File: config.mk
export PLATFORM = sky130hd
export DESIGN_NAME = aperture_xlate
export DESIGN_NICKNAME = d
export VERILOG_FILES = /design/src/rtl/ax_pkg.sv /design/src/rtl/ax_cfg_regs.sv /design/src/rtl/ax_tlb.sv /design/src/rtl/ax_walker.sv /design/src/rtl/aperture_xlate.sv
export SDC_FILE = /design/constraint.sdc
export NUM_CORES = 2
export LEC_CHECK = 0
export CORE_MARGIN = 4
export CORE_UTILIZATION = 35
export DETAILED_ROUTE_END_ITERATION = 16
export DONT_BUFFER_PORTS = 1
export PLACE_DENSITY_LB_ADDON = 0.15
export SLEW_MARGIN = 25
export SYNTH_ARGS = -nofsm -noshare
export SYNTH_HDL_FRONTEND = slang
export SYNTH_SLANG_ARGS = --single-unit
File: constraint.sdc
create_clock -name clk -period 6.67 [get_ports clk]
set_input_delay 0.3335 -clock clk [delete_from_list [all_inputs] [get_ports clk]]
set_output_delay 0.3335 -clock clk [all_outputs]
set_load 0.02 [all_outputs]
File: src/rtl/ax_pkg.sv
package ax_pkg;
  localparam int ADDR_W     = 32;
  localparam int PG_SHIFT   = 12;
  localparam int L2_BITS    = 10;
  localparam int VPN_W      = ADDR_W - PG_SHIFT;
  localparam int DIRSEL_LSB = PG_SHIFT + L2_BITS;
  localparam int DIRSEL_W   = ADDR_W - DIRSEL_LSB;
  localparam int PGCNT_W    = 17;

  typedef enum logic [1:0] {
    FLT_NONE    = 2'd0,
    FLT_OUTSIDE = 2'd1,
    FLT_NODIR   = 2'd2,
    FLT_NOPTE   = 2'd3
  } ax_fault_e;

  typedef enum logic [1:0] {
    ST_IDLE, ST_RDREQ, ST_RDWAIT, ST_RESP
  } ax_state_e;

  typedef struct packed {
    logic             present;
    logic [VPN_W-1:0] ppn;
  } ax_dir_t;

  function automatic logic size_code_ok(input logic [7:0] code);
    return (code == 8'd0) || (code == 8'd32) || (code == 8'd48) || (code == 8'd56);
  endfunction

  function automatic logic [PGCNT_W-1:0] size_code_pages(input logic [7:0] code);
    case (code)
      8'd0:    return PGCNT_W'(65536);
      8'd32:   return PGCNT_W'(32768);
      8'd48:   return PGCNT_W'(16384);
      default: return PGCNT_W'(8192);
    endcase
  endfunction
endpackage

File: src/rtl/ax_cfg_regs.sv
module ax_cfg_regs
  import ax_pkg::*;
#(
  parameter int DIR_ENTRIES = 64,
  parameter int CFG_AW      = 8,
  parameter int DIR_OFS     = 'hB8,
  parameter int SIZE_OFS    = 'hB4,
  parameter int CTRL_OFS    = 'hB0,
  localparam int DIR_W      = $clog2(DIR_ENTRIES)
) (
  input  logic               clk,
  input  logic               rst_n,
  input  logic               wr_en,
  input  logic [CFG_AW-1:0]  wr_addr,
  input  logic [ADDR_W-1:0]  wr_data,
  input  logic [DIR_W-1:0]   dir_idx,
  output ax_dir_t            dir_entry,
  output logic [PGCNT_W-1:0] ap_pages,
  output logic               flush
);
  localparam int PRESENT_BIT = 8;
  localparam int FLUSH_BIT   = 7;

  logic dir_wr, size_wr, ctrl_wr;
  logic flush_bit_q;
  logic [PGCNT_W-1:0] pages_q;
  ax_dir_t dir_q [DIR_ENTRIES];
  logic unused_attr;

  assign dir_wr  = wr_en && (wr_addr == CFG_AW'(DIR_OFS));
  assign size_wr = wr_en && (wr_addr == CFG_AW'(SIZE_OFS));
  assign ctrl_wr = wr_en && (wr_addr == CFG_AW'(CTRL_OFS));
  // Attribute index bits carry no meaning for the lookup.
  assign unused_attr = ^wr_data[11:9];

  always_ff @(posedge clk) begin
    if (!rst_n) begin
      for (int s = 0; s < DIR_ENTRIES; s++) dir_q[s] <= '0;
    end else if (dir_wr) begin
      for (int s = 0; s < DIR_ENTRIES; s++) begin
        if (wr_data[DIR_W-1:0] == DIR_W'(s)) begin
          dir_q[s].present <= wr_data[PRESENT_BIT];
          dir_q[s].ppn     <= wr_data[ADDR_W-1:PG_SHIFT];
        end
      end
    end
  end

  always_ff @(posedge clk) begin
    if (!rst_n) begin
      pages_q     <= size_code_pages(8'd0);
      flush_bit_q <= 1'b0;
    end else begin
      if (size_wr && size_code_ok(wr_data[7:0])) pages_q <= size_code_pages(wr_data[7:0]);
      if (ctrl_wr) flush_bit_q <= wr_data[FLUSH_BIT];
    end
  end

  assign dir_entry = dir_q[dir_idx];
  assign ap_pages  = pages_q;
  assign flush     = ctrl_wr && wr_data[FLUSH_BIT] && !flush_bit_q;
endmodule

File: src/rtl/ax_tlb.sv
module ax_tlb
  import ax_pkg::*;
#(
  parameter int DEPTH   = 4,
  localparam int PTR_W  = (DEPTH > 1) ? $clog2(DEPTH) : 1
) (
  input  logic             clk,
  input  logic             rst_n,
  input  logic [VPN_W-1:0] lk_vpn,
  output logic             hit,
  output logic [VPN_W-1:0] hit_ppn,
  output logic [DEPTH-1:0] hit_vec,
  input  logic             flush,
  input  logic             fill_en,
  input  logic [VPN_W-1:0] fill_vpn,
  input  logic [VPN_W-1:0] fill_ppn
);
  logic [DEPTH-1:0] vld_q;
  logic [VPN_W-1:0] tag_q [DEPTH];
  logic [VPN_W-1:0] ppn_q [DEPTH];
  logic [PTR_W-1:0] rr_q;

  for (genvar e = 0; e < DEPTH; e++) begin : g_cmp
    assign hit_vec[e] = vld_q[e] && (tag_q[e] == lk_vpn);
  end

  always_comb begin
    hit_ppn = '0;
    for (int e = 0; e < DEPTH; e++) begin
      if (hit_vec[e]) hit_ppn = hit_ppn | ppn_q[e];
    end
  end
  assign hit = |hit_vec;

  always_ff @(posedge clk) begin
    if (!rst_n) begin
      vld_q <= '0;
      rr_q  <= '0;
    end else if (flush) begin
      vld_q <= '0;
      rr_q  <= '0;
    end else if (fill_en) begin
      vld_q[rr_q] <= 1'b1;
      rr_q        <= (rr_q == PTR_W'(DEPTH-1)) ? '0 : rr_q + 1'b1;
    end
  end

  always_ff @(posedge clk) begin
    if (fill_en && !flush) begin
      tag_q[rr_q] <= fill_vpn;
      ppn_q[rr_q] <= fill_ppn;
    end
  end
endmodule

File: src/rtl/ax_walker.sv
module ax_walker
  import ax_pkg::*;
#(
  parameter int DIR_ENTRIES = 64,
  localparam int DIR_W      = $clog2(DIR_ENTRIES)
) (
  input  logic               clk,
  input  logic               rst_n,
  input  logic [ADDR_W-1:0]  ap_base,
  input  logic [PGCNT_W-1:0] ap_pages,
  input  logic               req_valid,
  output logic               req_ready,
  input  logic [ADDR_W-1:0]  req_addr,
  output logic               rsp_valid,
  input  logic               rsp_ready,
  output logic [ADDR_W-1:0]  rsp_paddr,
  output logic [1:0]         rsp_fault,
  output logic [DIR_W-1:0]   dir_idx,
  input  ax_dir_t            dir_entry,
  output logic [VPN_W-1:0]   lk_vpn,
  input  logic               tlb_hit,
  input  logic [VPN_W-1:0]   tlb_ppn,
  input  logic               flush,
  output logic               fill_en,
  output logic [VPN_W-1:0]   fill_vpn,
  output logic [VPN_W-1:0]   fill_ppn,
  output logic               mem_req_valid,
  input  logic               mem_req_ready,
  output logic [ADDR_W-1:0]  mem_req_addr,
  input  logic               mem_rsp_valid,
  input  logic [ADDR_W-1:0]  mem_rsp_data
);
  ax_state_e st_q;
  ax_fault_e fault_q;
  logic [ADDR_W-1:0]   paddr_q, rdaddr_q, off;
  logic [VPN_W-1:0]    vpn_q;
  logic [PG_SHIFT-1:0] ofs_q;
  logic                drop_q;
  logic [DIRSEL_W-1:0] dsel;
  logic outside, dir_ok, accept;
  logic unused_bits;

  assign off     = req_addr - ap_base;
  assign outside = (req_addr < ap_base) ||
                   (off[ADDR_W-1:PG_SHIFT] >= VPN_W'(ap_pages));
  assign dsel    = req_addr[ADDR_W-1:DIRSEL_LSB] - ap_base[ADDR_W-1:DIRSEL_LSB];
  assign dir_idx = dsel[DIR_W-1:0];
  assign dir_ok  = dir_entry.present && ((dsel >> DIR_W) == '0);
  assign lk_vpn  = req_addr[ADDR_W-1:PG_SHIFT];
  assign accept  = req_valid && (st_q == ST_IDLE);
  assign unused_bits = ^{off[PG_SHIFT-1:0], mem_rsp_data[PG_SHIFT-1:1]};

  always_ff @(posedge clk) begin
    if (!rst_n) begin
      st_q     <= ST_IDLE;
      fault_q  <= FLT_NONE;
      paddr_q  <= '0;
      rdaddr_q <= '0;
      vpn_q    <= '0;
      ofs_q    <= '0;
      drop_q   <= 1'b0;
    end else begin
      case (st_q)
        ST_IDLE: if (accept) begin
          vpn_q  <= lk_vpn;
          ofs_q  <= req_addr[PG_SHIFT-1:0];
          drop_q <= 1'b0;
          if (outside) begin
            fault_q <= FLT_OUTSIDE;
            paddr_q <= '0;
            st_q    <= ST_RESP;
          end else if (tlb_hit) begin
            fault_q <= FLT_NONE;
            paddr_q <= {tlb_ppn, req_addr[PG_SHIFT-1:0]};
            st_q    <= ST_RESP;
          end else if (!dir_ok) begin
            fault_q <= FLT_NODIR;
            paddr_q <= '0;
            st_q    <= ST_RESP;
          end else begin
            rdaddr_q <= {dir_entry.ppn, req_addr[DIRSEL_LSB-1:PG_SHIFT], 2'b00};
            st_q     <= ST_RDREQ;
          end
        end
        ST_RDREQ: begin
          if (flush) drop_q <= 1'b1;
          if (mem_req_ready) st_q <= ST_RDWAIT;
        end
        ST_RDWAIT: begin
          if (flush) drop_q <= 1'b1;
          if (mem_rsp_valid) begin
            st_q <= ST_RESP;
            if (mem_rsp_data[0]) begin
              fault_q <= FLT_NONE;
              paddr_q <= {mem_rsp_data[ADDR_W-1:PG_SHIFT], ofs_q};
            end else begin
              fault_q <= FLT_NOPTE;
              paddr_q <= '0;
            end
          end
        end
        default: if (rsp_ready) st_q <= ST_IDLE;
      endcase
    end
  end

  assign req_ready     = (st_q == ST_IDLE);
  assign rsp_valid     = (st_q == ST_RESP);
  assign rsp_paddr     = paddr_q;
  assign rsp_fault     = fault_q;
  assign mem_req_valid = (st_q == ST_RDREQ);
  assign mem_req_addr  = rdaddr_q;
  assign fill_en  = (st_q == ST_RDWAIT) && mem_rsp_valid && mem_rsp_data[0] && !drop_q;
  assign fill_vpn = vpn_q;
  assign fill_ppn = mem_rsp_data[ADDR_W-1:PG_SHIFT];
endmodule

File: src/rtl/aperture_xlate.sv
module aperture_xlate
  import ax_pkg::*;
#(
  parameter int DIR_ENTRIES = 64,
  parameter int TLB_DEPTH   = 4,
  parameter int CFG_AW      = 8,
  parameter int DIR_OFS     = 'hB8,
  parameter int SIZE_OFS    = 'hB4,
  parameter int CTRL_OFS    = 'hB0
) (
  input  logic              clk,
  input  logic              rst_n,
  input  logic [31:0]       ap_base,
  input  logic              cfg_wr_en,
  input  logic [CFG_AW-1:0] cfg_addr,
  input  logic [31:0]       cfg_wdata,
  input  logic              req_valid,
  output logic              req_ready,
  input  logic [31:0]       req_addr,
  output logic              rsp_valid,
  input  logic              rsp_ready,
  output logic [31:0]       rsp_paddr,
  output logic [1:0]        rsp_fault,
  output logic              mem_req_valid,
  input  logic              mem_req_ready,
  output logic [31:0]       mem_req_addr,
  input  logic              mem_rsp_valid,
  input  logic [31:0]       mem_rsp_data
);
  localparam int DIR_W = $clog2(DIR_ENTRIES);

  logic [DIR_W-1:0]     dir_idx;
  ax_dir_t              dir_entry;
  logic [PGCNT_W-1:0]   ap_pages;
  logic                 flush;
  logic [VPN_W-1:0]     lk_vpn, tlb_ppn, fill_vpn, fill_ppn;
  logic                 tlb_hit, fill_en;
  logic [TLB_DEPTH-1:0] tlb_hit_vec;

  ax_cfg_regs #(
    .DIR_ENTRIES(DIR_ENTRIES), .CFG_AW(CFG_AW),
    .DIR_OFS(DIR_OFS), .SIZE_OFS(SIZE_OFS), .CTRL_OFS(CTRL_OFS)
  ) u_cfg (
    .clk(clk), .rst_n(rst_n), .wr_en(cfg_wr_en), .wr_addr(cfg_addr),
    .wr_data(cfg_wdata), .dir_idx(dir_idx), .dir_entry(dir_entry),
    .ap_pages(ap_pages), .flush(flush)
  );

  ax_tlb #(.DEPTH(TLB_DEPTH)) u_tlb (
    .clk(clk), .rst_n(rst_n), .lk_vpn(lk_vpn), .hit(tlb_hit),
    .hit_ppn(tlb_ppn), .hit_vec(tlb_hit_vec), .flush(flush),
    .fill_en(fill_en), .fill_vpn(fill_vpn), .fill_ppn(fill_ppn)
  );

  ax_walker #(.DIR_ENTRIES(DIR_ENTRIES)) u_walk (
    .clk(clk), .rst_n(rst_n), .ap_base(ap_base), .ap_pages(ap_pages),
    .req_valid(req_valid), .req_ready(req_ready), .req_addr(req_addr),
    .rsp_valid(rsp_valid), .rsp_ready(rsp_ready), .rsp_paddr(rsp_paddr),
    .rsp_fault(rsp_fault), .dir_idx(dir_idx), .dir_entry(dir_entry),
    .lk_vpn(lk_vpn), .tlb_hit(tlb_hit), .tlb_ppn(tlb_ppn), .flush(flush),
    .fill_en(fill_en), .fill_vpn(fill_vpn), .fill_ppn(fill_ppn),
    .mem_req_valid(mem_req_valid), .mem_req_ready(mem_req_ready),
    .mem_req_addr(mem_req_addr), .mem_rsp_valid(mem_rsp_valid),
    .mem_rsp_data(mem_rsp_data)
  );
endmodule

Word level (Yosys, flattened, before mapping):

Memories as Yosys holds them, arrays and structs flattened.
Cells that the tools add are included.

* bits of input ports: 143
* ROM bits: 0
* output and inout bits: 69
* memories kept: 3
* register bits: 123
* memory bits (writable): 1504
* bits in latches: 0

* magnitude comparators: 4
* $add $sub $neg: 3
* divide/modulo/power cells: 0
* bitwise operators: 135
* shift-type cells: 0
* multiply operators: 0
* equality and inequality tests: 82
* reduce and logical (&&, ||, !) cells: 39
* mux-type cells: 420

Memories
* u_cfg.dir_q: depth 64, width 21, read ports 1, clocked after memory_dff 0, write ports 64, line ax_cfg_regs.sv:27 `ax_dir_t dir_q [DIR_ENTRIES];`
* u_tlb.ppn_q: depth 4, width 20, read ports 4, clocked after memory_dff 0, write ports 1, line ax_tlb.sv:20 `logic [VPN_W-1:0] ppn_q [DEPTH];`
* u_tlb.tag_q: depth 4, width 20, read ports 4, clocked after memory_dff 0, write ports 1, line ax_tlb.sv:19 `logic [VPN_W-1:0] tag_q [DEPTH];`

Operators with widths (number)
* 20-bit 2-to-1 mux: 68
* 1-bit 2-to-1 mux: 326
* 6-bit equality test, second input constant: 32
* 32-bit 2-to-1 mux: 6
* 1-bit OR: 128
* 6-bit by 5-bit equality test with 1-bit output, second input constant: 16
* 20-bit equality test: 4
* 32-bit case mux with 2 select lines: 1
* 20-bit OR: 3
* 17-bit case mux with 3 select lines: 1
* 6-bit by 4-bit equality test with 1-bit output, second input constant: 8
* 32-bit < comparator: 1
* 32-bit subtractor: 1
* 2-bit 2-to-1 mux: 14
* 6-bit by 3-bit equality test with 1-bit output, second input constant: 4
* 8-bit by 6-bit equality test with 1-bit output, second input constant: 3
* 8-bit equality test, second input constant: 3
* 20-bit by 17-bit >= comparator with 1-bit output: 1
* 1-bit logical AND: 17
* 6-bit by 2-bit equality test with 1-bit output, second input constant: 2
* 10-bit logical NOT: 1
* 10-bit subtractor: 1
* 8-bit logical NOT: 1
* 4-bit AND reduction: 2
* 26 further kinds: 39

Longest topological paths before layout:

An unclocked memory read counts as a cell.

* word-level depth: 14
* mapped depth: 25
* mapped depth without buffers: 21

Modules after synthesis:

Synthesis repeated with hierarchy kept, for this count alone.

* cell total of the unflattened synthesis: 4647
* area total of the unflattened synthesis: 69628.0 µm²

By module, submodules not included
* ax_cfg_regs: area each 55936.1 µm², cells each 3274, times used 1, sequential area each 40458.8 µm²
* ax_walker: area each 6972.9 µm², cells each 934, times used 1, sequential area each 1981.9 µm²
* ax_tlb: area each 6718.9 µm², cells each 439, times used 1, sequential area each 4924.7 µm²

Worst setup path before layout:

OpenSTA, ideal clock, no wires.

* kind: input to register
* from: input ap_base[22]
* to: register u_walk.paddr_q[10] (netlist: u_walk.rsp_paddr[10])
* arrival time: 5076 ps
* stages: 22
* buffers on the path: 4
* data required time: 6545 ps
* setup slack: 1468 ps
* library setup time: 125 ps
* cell sequence: inv_1 > ha_1 > clkbuf_1 > o21ai_0 > a31o_2 > or2_2 > nand3_1 > a21oi_1 > o21bai_1 > xor2_1 > ha_1 > nand4_1 > nor3_1 > o21ai_0 > or4_1 > or4_1 > or4_1 > buf_2 > a41oi_2 > buf_6 > buf_2 > a31oi_1

* cells in the longest elaborated chain, start to end: 6
* elaborated cells between the ends (all ways): 13
* classes of those cells: 2 x add/sub; 2 x order compare; 1 x eq/ne; 3 x mux; 4 x reduce/logical; 1 x memory

Ends and longest elaborated chain
* start, declared: line aperture_xlate.sv:13 `input logic [31:0] ap_base,`
* 32-bit subtractor: line ax_walker.sv:43 `assign off = req_addr - ap_base;`
* 20-bit by 17-bit >= comparator with 1-bit output: line ax_walker.sv:45 `(off[ADDR_W-1:PG_SHIFT] >= VPN_W'(ap_pages));`
* 1-bit logical OR: line ax_walker.sv:44 `assign outside = (req_addr < ap_base) ||`
* 32-bit 2-to-1 mux: line ax_walker.sv:68 `if (outside) begin`
* 32-bit 2-to-1 mux: line ax_walker.sv:64 `ST_IDLE: if (accept) begin`
* 32-bit case mux with 2 select lines: line ax_walker.sv:63 `case (st_q)`
* end signal, assigned: line ax_walker.sv:74 `paddr_q <= {tlb_ppn, req_addr[PG_SHIFT-1:0]};`
* end signal, assigned: line ax_walker.sv:95 `paddr_q <= {mem_rsp_data[ADDR_W-1:PG_SHIFT], ofs_q};`
* end, declared: line ax_walker.sv:35 `logic [ADDR_W-1:0] paddr_q, rdaddr_q, off;`

Parallel ways exist; a longest one is shown, timed or not. The select of a mux whose other input is x is not followed.
A chain may end at the register's enable or synchronous reset.

Worst setup path after layout:

* from: input ap_base[13]
* to: register u_walk.rdaddr_q[28] (netlist: u_walk.mem_req_addr[28])

* cells in the longest elaborated chain, start to end: 5
* elaborated cells between the ends (all ways): 6
* classes of those cells: 1 x add/sub; 2 x order compare; 1 x bitwise; 2 x reduce/logical

Ends and longest elaborated chain
* 32-bit subtractor: line ax_walker.sv:43
* 20-bit by 17-bit >= comparator with 1-bit output: line ax_walker.sv:45
* 1-bit logical OR (*): line ax_walker.sv:44
* 1-bit inverter (no source line) (*)
* 5-bit AND reduction (no source line) (*)
* end signal, assigned: line ax_walker.sv:81 `rdaddr_q <= {dir_entry.ppn, req_addr[DIRSEL_LSB-1:PG_SHIFT], 2'b00};`
* end, declared: line ax_walker.sv:35

Every way passes the cells marked *; elsewhere a longest branch is shown, timed or not.

==> results_tabular.tex <==
\begin{tabular}{lr}
\hline
Metric & Value \\
\hline
\multicolumn{2}{l}{\textbf{CTS}} \\
\quad TritonCTS sink count & 1,614 \\
\quad Skew-Pair Late Insertion Delay & slightly above 0.8 ns \\
\quad Clock tree from TritonCTS & done \\
\quad Largest buffer count on any clock path & 3 \\
\quad Clock transition at path regs & roughly 0.060 ns \\
\quad Total clock buffers created by CTS & roughly 180 \\
\quad Setup Buffers After CTS & 0 \\
\quad Cell at the root of the clock tree & clkbuf\_16 \\
\quad \# H-tree levels & 4 \\
\multicolumn{2}{l}{\textbf{Global route}} \\
\quad Aggregate global routing overflow & 0 \\
\quad Initial antenna violation count & 2 \\
\quad Pin count of the biggest net entering global routing & between 100 and 150 \\
\quad Busiest layer in global routing & met2 \\
\quad Global Route met3 Usage & under 10\% \\
\quad Met1 capacity usage during global routing & between 20\% and 30\% \\
\quad Total routing usage reported by global routing & 20.7\% \\
\quad Via count of the first global-routing pass & 39,400 \\
\quad Global-route wire length before repair & around 300 mm \\
\quad GR met2 Demand/Resource & a little over a third \\
\multicolumn{2}{l}{\textbf{STA}} \\
\quad Post-route clock skew & approximately 0.032 ns \\
\quad Max Freq & approximately 0.19 GHz \\
\quad RSZ-0062 raised after global routing & no \\
\quad Smallest hold slack & roughly 0.05 ns \\
\quad Final setup slack of the worst path & 1.32 ns \\
\quad Count of endpoints failing setup in the final report & 0 \\
\quad Setup Total Neg Slack & 0 ns \\
\quad Slew @ Worst Pin & around 1 ns \\
\quad Hold violation count in the final report & 0 \\
\quad Max-slew headroom at the worst pin & 33.4\% \\
\quad Number of max-slew violations in the final report & 0 \\
\quad Final critical-path required period & $\sim$5.4 ns \\
\quad Final worst-path cycle share & approximately 80\% \\
\multicolumn{2}{l}{\textbf{Placement}} \\
\quad DPL Wire Length & about 130 mm \\
\quad IO buf count & 0 \\
\quad Final RePlAce weighted congestion & $\sim$0.84 \\
\quad Post-place setup slack & between 0.6 and 0.7 ns \\
\multicolumn{2}{l}{\textbf{Run status}} \\
\quad Result of the run & finished, final reports clean \\
\multicolumn{2}{l}{\textbf{Critical path}} \\
\quad Most prevalent standard cell on the critical path & or4\_1 \\
\quad Data arrival time of the critical path & around 6.0 ns \\
\quad Worst endpoint required time & roughly 7.3 ns \\
\quad Endpoint class of the critical path & register \\
\quad Slowest CP cell & or4\_1 \\
\quad Longest individual stage delay on the worst path & between 0.7 and 0.8 ns \\
\quad Worst path cell trace & inv\_1 -> ha\_1 -> a21oi\_4 -> o21ai\_1 -> a211oi\_1 -> or2\_2 -> nand3\_1 -> a21o\_1 -> a21oi\_1 -> xnor2\_1 -> ha\_1 -> nand4\_1 -> nor3\_1 -> o21ai\_0 -> or4\_1 -> or4\_1 -> or4\_1 -> and4\_2 -> o211ai\_1 -> a21oi\_1 \\
\quad Critical path peak fanout & 30 \\
\quad CP Launch Type & input port \\
\quad WS Path Type & input port to register \\
\multicolumn{2}{l}{\textbf{Drt}} \\
\quad Routed wire length per instance & $\sim$30 µm \\
\quad Via count & around 39,000 \\
\quad Final Routed Wirelength & 211 mm \\
\quad Residual DRC count & 0 \\
\quad Via count normalized by instance count & roughly 5.5 \\
\quad Detailed Route Iter0 Violations & between 4,000 and 5,000 \\
\quad Antenna Nets Post-Route & 0 \\
\quad First drt pass iteration count & 5 \\
\multicolumn{2}{l}{\textbf{Synth}} \\
\quad Synth Warn \# & 0 \\
\quad Cell count after synthesis & 4,358 \\
\quad Post-Syn Area & just under 0.07 mm² \\
\quad Number of flops mapped to enable cells by yosys & approximately 1,500 \\
\quad Sequential cell area fraction in the yosys report & between 60 and 70\% \\
\quad Post-synthesis area per instance & between 15 and 20 µm² \\
\quad Post-synth top cells & edfxtp\_1 (1,504), nor2\_1 (777), mux4\_2 (417) \\
\quad Register bit total from synthesis & roughly 1,600 \\
\quad Share of synthesized registers carrying an async set or reset & 0\% \\
\quad Post-synth cell types & 76 \\
\quad Area share of the largest cell type after synthesis & about two thirds \\
\quad Most instantiated library cell after synthesis & edfxtp\_1 \\
\quad Ranking of synthesized cells by area & edfxtp\_1 (66\%), mux4\_2 (14\%), nor2\_1 (4.3\%) \\
\quad Cell type contributing the most total cell area after synthesis & edfxtp\_1 \\
\quad Flip-flop cell with the highest count after synthesis & edfxtp\_1 \\
\multicolumn{2}{l}{\textbf{Pwr}} \\
\quad Part of the power in combinational logic & between 10 and 15\% \\
\quad Cell Pwr Density & 323 mW/mm² \\
\quad Total power & 25.1 mW \\
\quad Peak supply drop & approximately 0.00028 V \\
\quad Sequential share of power & about half \\
\quad Share of total power in the clock network & 37.3\% \\
\quad Cell internal power dissipation & 18.5 mW \\
\quad Sw power & between 6 and 7 mW \\
\quad Fraction of power spent switching nets & a little over a quarter \\
\quad Leakage dissipation & $\sim$25 nW \\
\multicolumn{2}{l}{\textbf{Final layout}} \\
\quad Synthesis-to-layout area growth & 14.4\% \\
\quad Net total in the final layout & between 4,000 and 5,000 \\
\quad Number of antenna cells inserted & 0 \\
\quad Fraction of layout instances using a drive strength above 1 & between 20\% and 30\% \\
\multicolumn{2}{l}{\textbf{Floorplan}} \\
\quad Width of the die & 449 µm \\
\quad Initial Util & between 30\% and 40\% \\
\quad Ports & 212 \\
\quad Area of the core region & between 0.15 and 0.2 mm² \\
\quad Number of rows created at floorplan & between 150 and 200 \\
\quad Area enclosed by the die boundary & 0.202 mm² \\
\quad Chip height & approximately 450 µm \\
\multicolumn{2}{l}{\textbf{Worst hold path}} \\
\quad Worst hold path class & input port to register \\
\multicolumn{2}{l}{\textbf{Job}} \\
\quad Max-capacitance violation count & 0 \\
\hline
\end{tabular}
-- critical path: cells and delay by family --
family	cells	cell delay [ns]
simple gates	8	3.07
compound gates	8	1.69
fa+ha+maj	2	0.74
xor+xnor	1	0.09
buf+inv	1	0.02
-- registers in the layout, indices dropped and copies added (netlist names) --
signal	count
u_walk.drop_q	1
u_walk.rsp_fault	2
u_tlb.vld_q	4
u_tlb.rr_q	2
u_cfg.dir_q	1344
u_tlb.tag_q	80
u_cfg.ap_pages	4
u_walk.fill_vpn	20
u_walk.ofs_q	12
u_cfg.flush_bit_q	1
u_walk.rsp_paddr	32
u_walk.mem_req_addr	30
u_tlb.ppn_q	80
u_walk.st_q	2
-- kinds of logic after synthesis --
logic type,share of synthesized area [%]
flip-flops,69.6
AND/OR/NAND/NOR,7.85
AO/OA/AOI/OAI,4.06
multiplexers,14.1
buffers and inverters,2.37
XOR/XNOR,1.25
adder cells (fa/ha/maj),0.838
other,0.00551
-- through the flow --
stage / cells / instance area [µm²] / utilization [%]
after floorplan: 4359 / 68100 / -
after global placement: 6697 / 71700 / 37.1
after detailed placement: 6700 / 71800 / 37.2
after CTS: 7082 / 77900 / 40.4
after global routing: 7082 / 77900 / 40.4
final: 7082 / 77900 / 40.4
-- path summary, 6_finish.rpt --
path                                        start                                    to  slack, ns  depth (start not counted)
hold / removal                    mem_rsp_data[0]      u_walk.rsp_fault[1]$_SDFFE_PN0P_       0.05                          4
setup reg to reg  u_cfg.ap_pages[15]$_SDFFE_PN0P_  u_walk.mem_req_addr[28]$_SDFFE_PN0P_       2.53                         11
hold reg to reg      u_walk.ofs_q[6]$_SDFFE_PN0P_          u_walk.ofs_q[6]$_SDFFE_PN0P_       0.46                          2
setup / recovery                      ap_base[13]  u_walk.mem_req_addr[28]$_SDFFE_PN0P_       1.32                         20
-- cell type report --
cell class / instances / area (µm²)
clock buffers: 239 / 4760
clock inverters: 77 / 697
fillers: 17600 / 115000
inverters: 71 / 268
multi-input cells: 2325 / 19600
flip-flops and latches: 1614 / 47400
well taps: 2526 / 3160
repair buffers: 230 / 2070
-- placed cells by master (no fill, tap or decap), types with 20 or more instances in the layout --
master         Yosys  routed
edfxtp_1        1504    1504
nor2_1           777     772
mux4_2           417     417
nand2_1          321     297
clkbuf_16          0     179
buf_4              3     154
a21oi_1          151     151
dfxtp_1          110     110
o21ai_0          107      78
inv_1             70      70
dlygate4sd3_1      0      64
xor2_1            60      56
clkbuf_1         290      54
ha_1              44      43
nand3_1           42      41
a22oi_1           41      41
xnor2_1           37      36
a31oi_1           31      31
nor3_1            32      29
clkinv_2           0      29
clkinv_1           0      25
nand2_2            0      23
nand4_1           22      22
nor4_1            24      21
a211oi_1          20      20
a32oi_1           20      20
-- routing by layer --
metal  routed length (µm)  up-vias
li1                     -    16700
met1                89100    20700
met2               106000     1281
met3                11500      248
met4                 4600        2
met5                   12        -
-- repair_timing --
| action | 4_1_cts | 5_1_grt |
|---|---|---|
| hold buffers | 66 | 0 |
| endpoints found under the hold margin | 213 | 0 |
| resized for setup | 0 | 0 |
-- power by group through the flow --
stage | combinational, mW | sequential, mW | clock (mW)
global placement | 3.56 | 12.4 | 0
global route | 3.78 | 12.3 | 10.0
finish | 3.58 | 12.2 | 9.37
floorplan | 2.23 | 12.3 | 0
detailed placement | 3.57 | 12.4 | 0
CTS | 3.64 | 12.2 | 9.59
No activity file was read; power rests on OpenSTA's default activity.
